### config.mk
export PLATFORM = sky130hd
export DESIGN_NAME = banked_regfile
export DESIGN_NICKNAME = d
export VERILOG_FILES = /design/src/rtl/bregf_pkg.sv /design/src/rtl/bregf_addr.sv /design/src/rtl/bregf_store.sv /design/src/rtl/bregf_sfr_gate.sv /design/src/rtl/banked_regfile.sv
export SDC_FILE = /design/constraint.sdc
export NUM_CORES = 2
export LEC_CHECK = 0
export BUFFER_PORTS_ARGS = -buffer_cell sky130_fd_sc_hd__buf_4
export CORE_ASPECT_RATIO = 1.2
export CORE_UTILIZATION = 57
export CTS_CLUSTER_SIZE = 14
export DETAILED_ROUTE_END_ITERATION = 6
export PLACE_DENSITY = 0.76
export REMOVE_ABC_BUFFERS = 1
export SKIP_LAST_GASP = 1
export SLEW_MARGIN = 0
export SYNTH_ARGS = -nofsm -noshare
export SYNTH_HDL_FRONTEND = slang
export SYNTH_SLANG_ARGS = --single-unit
### constraint.sdc
create_clock -name clk -period 4.3 [get_ports clk]
set_input_delay 0.215 -clock clk [delete_from_list [all_inputs] [get_ports clk]]
set_output_delay 0.215 -clock clk [all_outputs]
set_load 0.03 [all_outputs]
### src/rtl/bregf_pkg.sv
package bregf_pkg;

    typedef enum logic [1:0] {
        RG_NONE,
        RG_SFR,
        RG_PRIV,
        RG_SHARED
    } region_e;

    localparam int OFF_W       = 7;
    localparam int ADDR_W      = 9;
    localparam int SFR_LAST    = 'h1F;
    localparam int GPR_BASE    = 'h20;
    localparam int SHARED_BASE = 'h70;
    localparam int SHARED_N    = 16;
    localparam int SH_IDX_W    = 4;
    localparam int NBANKS      = 4;

endpackage

### src/rtl/bregf_addr.sv
module bregf_addr
    import bregf_pkg::*;
#(
    parameter int PRIV_DEPTH = 80,
    parameter int PIDX_W     = 9
) (
    input  logic [1:0]          bank_sel,
    input  logic                ind_bank,
    input  logic [7:0]          ptr,
    input  logic [OFF_W-1:0]    off,
    output logic [ADDR_W-1:0]   addr,
    output region_e             region,
    output logic [PIDX_W-1:0]   priv_idx,
    output logic [SH_IDX_W-1:0] sh_idx
);

    logic             is_ind;
    logic [OFF_W-1:0] loc;
    int               loc_i;
    int               bank_i;

    assign is_ind = (off == '0);
    assign addr   = is_ind ? {ind_bank, ptr} : {bank_sel, off};
    assign loc    = addr[OFF_W-1:0];
    assign loc_i  = int'(loc);
    assign bank_i = int'(addr[ADDR_W-1:OFF_W]);
    assign sh_idx = loc[SH_IDX_W-1:0];

    always_comb begin
        if (loc_i == 0) begin
            region = RG_NONE;
        end else if (loc_i <= SFR_LAST) begin
            region = RG_SFR;
        end else if (loc_i >= SHARED_BASE) begin
            region = RG_SHARED;
        end else if (loc_i < GPR_BASE + PRIV_DEPTH) begin
            region = RG_PRIV;
        end else begin
            region = RG_NONE;
        end
    end

    assign priv_idx = PIDX_W'(bank_i * PRIV_DEPTH + loc_i - GPR_BASE);

endmodule

### src/rtl/bregf_store.sv
module bregf_store
    import bregf_pkg::*;
#(
    parameter int PRIV_DEPTH = 80,
    parameter int PIDX_W     = 9,
    parameter int DATA_W     = 8
) (
    input  logic                clk,
    input  logic                rst_n,
    input  logic                wr_priv,
    input  logic                wr_sh,
    input  logic [PIDX_W-1:0]   priv_idx,
    input  logic [SH_IDX_W-1:0] sh_idx,
    input  logic [DATA_W-1:0]   wdata,
    output logic [DATA_W-1:0]   priv_q,
    output logic [DATA_W-1:0]   sh_q
);

    localparam int PRIV_N = NBANKS * PRIV_DEPTH;

    logic [DATA_W-1:0] sh_mem [SHARED_N];

    always_ff @(posedge clk or negedge rst_n) begin
        if (!rst_n) begin
            for (int i = 0; i < SHARED_N; i++) begin
                sh_mem[i] <= '0;
            end
        end else if (wr_sh) begin
            sh_mem[sh_idx] <= wdata;
        end
    end

    assign sh_q = sh_mem[sh_idx];

    generate
        if (PRIV_N > 0) begin : g_priv
            logic [DATA_W-1:0] pmem [PRIV_N];
            logic              idx_ok;

            assign idx_ok = (int'(priv_idx) < PRIV_N);

            always_ff @(posedge clk or negedge rst_n) begin
                if (!rst_n) begin
                    for (int i = 0; i < PRIV_N; i++) begin
                        pmem[i] <= '0;
                    end
                end else if (wr_priv && idx_ok) begin
                    pmem[priv_idx] <= wdata;
                end
            end

            assign priv_q = idx_ok ? pmem[priv_idx] : '0;
        end else begin : g_nopriv
            assign priv_q = '0;
        end
    endgenerate

endmodule

### src/rtl/bregf_sfr_gate.sv
module bregf_sfr_gate
    import bregf_pkg::*;
(
    input  region_e             region,
    input  logic                wr_en,
    input  logic [ADDR_W-1:0]   addr,
    output logic [ADDR_W-1:0]   sfr_addr,
    output logic                sfr_rd,
    output logic                sfr_wr
);

    always_comb begin
        sfr_rd   = 1'b0;
        sfr_wr   = 1'b0;
        sfr_addr = '0;
        if (region == RG_SFR) begin
            sfr_rd   = 1'b1;
            sfr_wr   = wr_en;
            sfr_addr = addr;
        end
    end

endmodule

### src/rtl/banked_regfile.sv
module banked_regfile
    import bregf_pkg::*;
#(
    parameter int PRIV_DEPTH = 80,
    parameter int DATA_W     = 8
) (
    input  logic              clk,
    input  logic              rst_n,
    input  logic [1:0]        bank_sel,
    input  logic              ind_bank,
    input  logic [7:0]        ptr,
    input  logic [6:0]        off,
    input  logic              wr_en,
    input  logic [DATA_W-1:0] wr_data,
    output logic [DATA_W-1:0] rd_data,
    output logic [8:0]        sfr_addr,
    output logic              sfr_rd,
    output logic              sfr_wr,
    output logic [DATA_W-1:0] sfr_wdata,
    input  logic [DATA_W-1:0] sfr_rdata
);

    localparam int PRIV_N = NBANKS * PRIV_DEPTH;
    localparam int PIDX_W = (PRIV_N > 1) ? $clog2(PRIV_N) : 1;

    logic [ADDR_W-1:0]   addr;
    region_e             region;
    logic [PIDX_W-1:0]   priv_idx;
    logic [SH_IDX_W-1:0] sh_idx;
    logic [DATA_W-1:0]   priv_q;
    logic [DATA_W-1:0]   sh_q;
    logic                wr_priv;
    logic                wr_sh;

    bregf_addr #(
        .PRIV_DEPTH (PRIV_DEPTH),
        .PIDX_W     (PIDX_W)
    ) u_addr (
        .bank_sel (bank_sel),
        .ind_bank (ind_bank),
        .ptr      (ptr),
        .off      (off),
        .addr     (addr),
        .region   (region),
        .priv_idx (priv_idx),
        .sh_idx   (sh_idx)
    );

    assign wr_priv = wr_en && (region == RG_PRIV);
    assign wr_sh   = wr_en && (region == RG_SHARED);

    bregf_store #(
        .PRIV_DEPTH (PRIV_DEPTH),
        .PIDX_W     (PIDX_W),
        .DATA_W     (DATA_W)
    ) u_store (
        .clk      (clk),
        .rst_n    (rst_n),
        .wr_priv  (wr_priv),
        .wr_sh    (wr_sh),
        .priv_idx (priv_idx),
        .sh_idx   (sh_idx),
        .wdata    (wr_data),
        .priv_q   (priv_q),
        .sh_q     (sh_q)
    );

    bregf_sfr_gate u_sfr (
        .region   (region),
        .wr_en    (wr_en),
        .addr     (addr),
        .sfr_addr (sfr_addr),
        .sfr_rd   (sfr_rd),
        .sfr_wr   (sfr_wr)
    );

    assign sfr_wdata = wr_data;

    always_comb begin
        unique case (region)
            RG_SFR:    rd_data = sfr_rdata;
            RG_PRIV:   rd_data = priv_q;
            RG_SHARED: rd_data = sh_q;
            default:   rd_data = '0;
        endcase
    end

endmodule

* Word level (Yosys, flattened, before mapping)
Cells that the tools add are included.
** Storage, ports and cells
- Register bits :: 2688
- Bits in latches :: 0
- Memory bits (writable) :: 0
- Bits in read-only memories :: 0
- Input port bits :: 37
- Output and inout bits :: 27
- Word-level logic and storage cells :: 381
- Memories kept :: 0
** Cells by class
- Add/subtract/negate cells :: 2
- $mul :: 1
- Divide/modulo/power cells :: 0
- Order comparisons :: 8
- Equality and inequality tests :: 3
- Shift-type cells :: 0
- Mux-type cells :: 22
- Bitwise logic cells :: 2
- Reduce and logical (&&, ||, !) cells :: 7
** Operators with widths (count)
- $bwmux 2560 :: 1
- $bwmux 128 :: 1
- $bmux 8 s9 :: 1
- $demux 8 s9 :: 1
- $mux 8 :: 7
- $bmux 8 s4 :: 1
- $demux 8 s4 :: 1
- $logic_not 32->1 :: 1
- $pmux 8 s3 :: 1
- $mux 9 :: 2
- $ge 10x10->1 const B :: 1
- $lt 10x1->1 const B :: 1
- $not 9->10 :: 1
- $add 9x8->9 :: 1
- $lt 9x9->1 const B :: 1
- $sub 9x7->9 const B :: 1
- $mux 2 :: 4
- $ge 7x7->1 const B :: 1
- $le 7x5->1 const B :: 1
- $logic_not 7->1 :: 1
- $lt 7x7->1 const B :: 1
- $ge 5x5->1 const B :: 1
- $logic_and 1x1->1 :: 5
- $lt 5x1->1 const B :: 1
- 5 further kinds :: 7

* Longest topological paths before layout
- Depth after elaboration :: 11
- Mapped depth :: 18
- Depth with buffers taken out :: 14

* Cells and area by module
From an unflattened synthesis, not the netlist that was laid out.
** Second synthesis, totals
- Cells, all modules :: 7846
- Area, all modules :: 123922.6 sq um
** Modules (own cells, without submodules)
- bregf_store :: instances 1, cells an instance 7753, area an instance 123161.9 sq um, sequential area each 67264.5 sq um
- bregf_addr :: instances 1, cells an instance 49, area an instance 386.6 sq um, sequential area each 0.0 sq um
- banked_regfile :: instances 1, cells an instance 31, area an instance 264.0 sq um, sequential area each 0.0 sq um
- bregf_sfr_gate :: instances 1, cells an instance 13, area an instance 110.1 sq um, sequential area each 0.0 sq um

* Worst setup path after synthesis
OpenSTA, ideal clock, no wires.
- Path type :: input to output
- Start point :: input port off[6]
- End point :: output port rd_data[3]
- Arrival time :: 4.618 ns
- Data required time :: 4.085 ns
- Slack :: -0.533 ns
- Cell stages on the path :: 17
- Path buffers :: 4
- Cell sequence :: nor4_2 > buf_4 > nand2_2 > mux2i_1 > inv_1 > ha_1 > ha_1 > fa_1 > clkbuf_1 > nand3_1 > o211ai_1 > nand4_1 > buf_2 > buf_2 > o21a_1 > nand4_1 > o31ai_1
** Between the ends
- Cells in the longest elaborated chain, start to end :: 11
- Elaborated cells on any way between the ends :: 27
- Those cells by class :: add/sub: 2; mul: 1; order compare: 4; eq/ne: 3; mux: 13; bitwise: 2; reduce/logical: 2
** Ends and longest elaborated chain
- start, declared :: RTL line banked_regfile.sv:12 : input logic [6:0] off,
- $logic_not 7->1 :: RTL line bregf_addr.sv:22 : assign is_ind = (off == '0);
- $mux 9 * :: RTL line bregf_addr.sv:23 : assign addr = is_ind ? {ind_bank, ptr} : {bank_sel, off};
- $mul 2x3->5 :: RTL line bregf_addr.sv:43 : assign priv_idx = PIDX_W'(bank_i * PRIV_DEPTH + loc_i - GPR_BASE);
- $add 9x8->9 :: RTL line bregf_addr.sv:43
- $sub 9x7->9 :: RTL line bregf_addr.sv:43
- $not 9->10 (implied by the code) :: RTL line bregf_store.sv:52 : assign priv_q = idx_ok ? pmem[priv_idx] : '0;
- $bmux 8 s9 :: RTL line bregf_store.sv:52
- $mux 8 (implied by the code) (2 in series) :: RTL line bregf_store.sv:52
- $mux 8 :: RTL line bregf_store.sv:52
- $pmux 8 s3 * :: RTL line banked_regfile.sv:80 : unique case (region)
- end, declared :: RTL line banked_regfile.sv:15 : output logic [DATA_W-1:0] rd_data,
Every way passes the cells marked *; elsewhere a longest branch is shown, timed or not. The select of a mux whose other input is x is not followed.

* Worst setup path in the final report
- Start point :: input port off[6]
- End point :: output port rd_data[2]
The elaborated chain is that of the path after synthesis.

==> impl_metrics.ini <==
[cts]
tritoncts = done
clk_latency_ps = 930
cts.sinks = 2688
htreeDepth = 5
clock_path_buffers = 4
cts_buffers = 276
root_buffer = clkbuf_16
clk_pin_slew_ps = 60

[yosys]
ys_async_sr_fraction = 1.00
synth_area_leaders = dfrtp_1, mux2_2, o22ai_1
synth_edf_count = 0
synth_top_flop_cell = dfrtp_1
synth_cells = 9445
ys_warn_count = 0
ys_ff_latch = 2688
synth_largest_area_cell = dfrtp_1
syn_area_um2 = 120000
syn_avg_cell_area_um2 = 12.7
yosys.cell_types.count = 90
synth_seq_area_share = 0.559
synthDominantCellAreaShare = 0.559

[floorplanning]
fp.dieW_um = 422
dieArea_um2 = 213000
core_um2 = 210000
start_util = 0.574
ioPinCount = 64
die_h_um = 505
rows = 184

[setup_path]
cp-start-kind = primary input
r2r_end = u_store.g_priv.pmem[88]$_DFFE_PN0P_
end_kind = primary output
reg2reg_from = u_store.g_priv.pmem[88]$_DFFE_PN0P_
critPathKind = in2out
ff2ff_path_depth = 1
required_ps = 4090
crit_arrival_ps = 4390
r2r_setup_slack_ps = 3470
cp_max_fo = 17

[timing]
worst_slack_ps = -305
hold_violations = 0
relSlewSlack = 0.210
max_freq_ghz = 0.217
rsz0062_at_grt = yes
setup_viol = 7
final.min_clock_period_ps = 4610
tightestPinTransition_ps = 1180
fin_skew_ps = 0
drv_slew = 0
min_period_over_period = 1.07

[power]
p_leak_nw = 70.5
power_mw = 57.7
vdd_drop_max_uv = 497
p_per_area_nw_per_um2 = 404

[routing]
antenna_left = 0
wl_per_cell_um = 29.1
drc = 0
drt_iter0_drc = 10100
dr.pass1.iters = 7
dr_total_vias = 88100
drt-total-wl_um = 382000
viasPerCell = 6.71

[global_route]
grt_first_pass_wirelength_um = 577000
grt_pass1_vias = 91000
grt_start_max_net_pins = 196
grt_use_total = 0.354
grt_antenna_before_repair = 9
overflow = 0

[min_path]
hp-class = in2reg
holdPathEnd = u_store.g_priv.pmem[1399]$_DFFE_PN0P_
worstHoldStart = wr_data[7]
hold_depth = 2

[layout]
nets = 10200
layout-drive-gt1-share = 0.444
areaGrowthSynthToFinish_pct = 18.9
mostFrequentLayoutCell = dfrtp_1
final_cell_mix = dfrtp_1, mux2_2, o22ai_1, buf_4, nor2_1
n_fill_cell = 14000

[place]
placement.io_buffers = 61
post-dp-hpwl_um = 245000
gp_congestion = 0.964
place_ws_ps = -1160

[status]
violations = setup timing
status = finished, violations left

[run]
cap_violations = 0
-- layer usage --
metal	wire length (µm)	up-vias	global-route usage	part of all wire
li1	-	36200	-	-
met2	178000	4523	0.552	0.47
met5	53	-	0	0.00014
met4	25000	8	0.206	0.065
met1	146000	46200	0.460	0.38
met3	33200	1182	0.0745	0.087
-- cells in the mapped netlist (all sizes together), types with 19 or more instances --
cell        n
mux2     2690
dfrtp    2688
nor2     1103
o22ai    1028
clkbuf    498
o21ai     348
buf       256
nor3      204
o31ai     164
nand2      90
nand4      59
o2111ai    34
a31oi      23
o221ai     21
o22a       20
nand3      19
-- cell type report --
cell class	count	area (µm²)	share of cell area
sequential	2688	67300	0.470
multi-input combinational	5995	50700	0.354
timing repair buffer	1201	13000	0.0908
clock buffer	403	8030	0.0561
tap	2790	3490	0.0244
clock inverter	55	563	0.00394
inverter	9	33.8	0.000236
antenna	3	7.51	0.0000525
-- flip-flops by register name, summed over array words and instances, names as in the netlist --
register,count
u_store.sh_mem,128
u_store.g_priv.pmem,2560
-- timing repair --
| item | CTS | global route |
|---|---|---|
| setup endpoints to repair | 8 | 8 |
| pin swaps | 31 | 50 |
| setup buffers | 19 | 28 |
| resized for setup | 105 | 106 |
| endpoints found under the hold margin | 1681 | 0 |
| cloned | 3 | 5 |
| hold buffers | 9 | 0 |
-- per-stage QoR --
step | hold WS (ps) | util | std cells | instance area, µm² | setup TNS (ps)
final | 25.2 | 0.682 | 13100 | 143000 | -1100
after global routing | 38.7 | 0.682 | 13100 | 143000 | -1000
after CTS | 17.6 | 0.679 | 13100 | 142000 | -320
after detailed placement | 143 | 0.634 | 12600 | 133000 | -651920
after global placement | 143 | 0.634 | 12600 | 133000 | -676860
after floorplan | -80.6 | - | 8692 | 117000 | -8717070
-- worst max-delay path by stage --
| stage | startpoint | end | slack (ps) | cells after the start |
|---|---|---|---|---|
| finish | off[6] | rd_data[2] | -310 | 18 |
| global route | off[6] | rd_data[3] | -250 | 19 |
| CTS | off[5] | rd_data[2] | -80 | 18 |
| detailed placement | off[6] | rd_data[2] | -1160 | 17 |
| global placement | off[6] | rd_data[2] | -1170 | 17 |
| floorplan | off[2] | rd_data[0] | -26150 | 7 |
-- power by group --
group	internal [mW]	total (mW)	switching (mW)	leakage [nW]
clock network	13.5	23.3	9.84	4.24
registers	26.5	27.1	0.656	37.3
logic	2.86	7.29	4.43	28.9
total	42.8	57.7	14.9	70.5
-- cells by family after synthesis --
logic type      share of synthesized area
flops                               0.559
xor+xnor                         0.000405
compound gates                     0.0926
simple gates                       0.0682
other cells                     0.0000312
buf+inv                            0.0269
fa+ha+maj                        0.000478
mux                                 0.253
-- critical path: stages --
cell       delay, ps
buf_8            100
or4_4            580
buf_4            190
o21ai_4          240
buf_8            180
buf_12           120
clkbuf_16        160
buf_4            260
o22ai_1          120
o21ai_0          310
nand4_1          180
o22ai_1          280
o21ai_1          150
buf_4            180
a2111oi_4        480
buf_4            210
a221o_1          240
buf_6            160
Note: power is estimated with default switching activity, not from simulation.
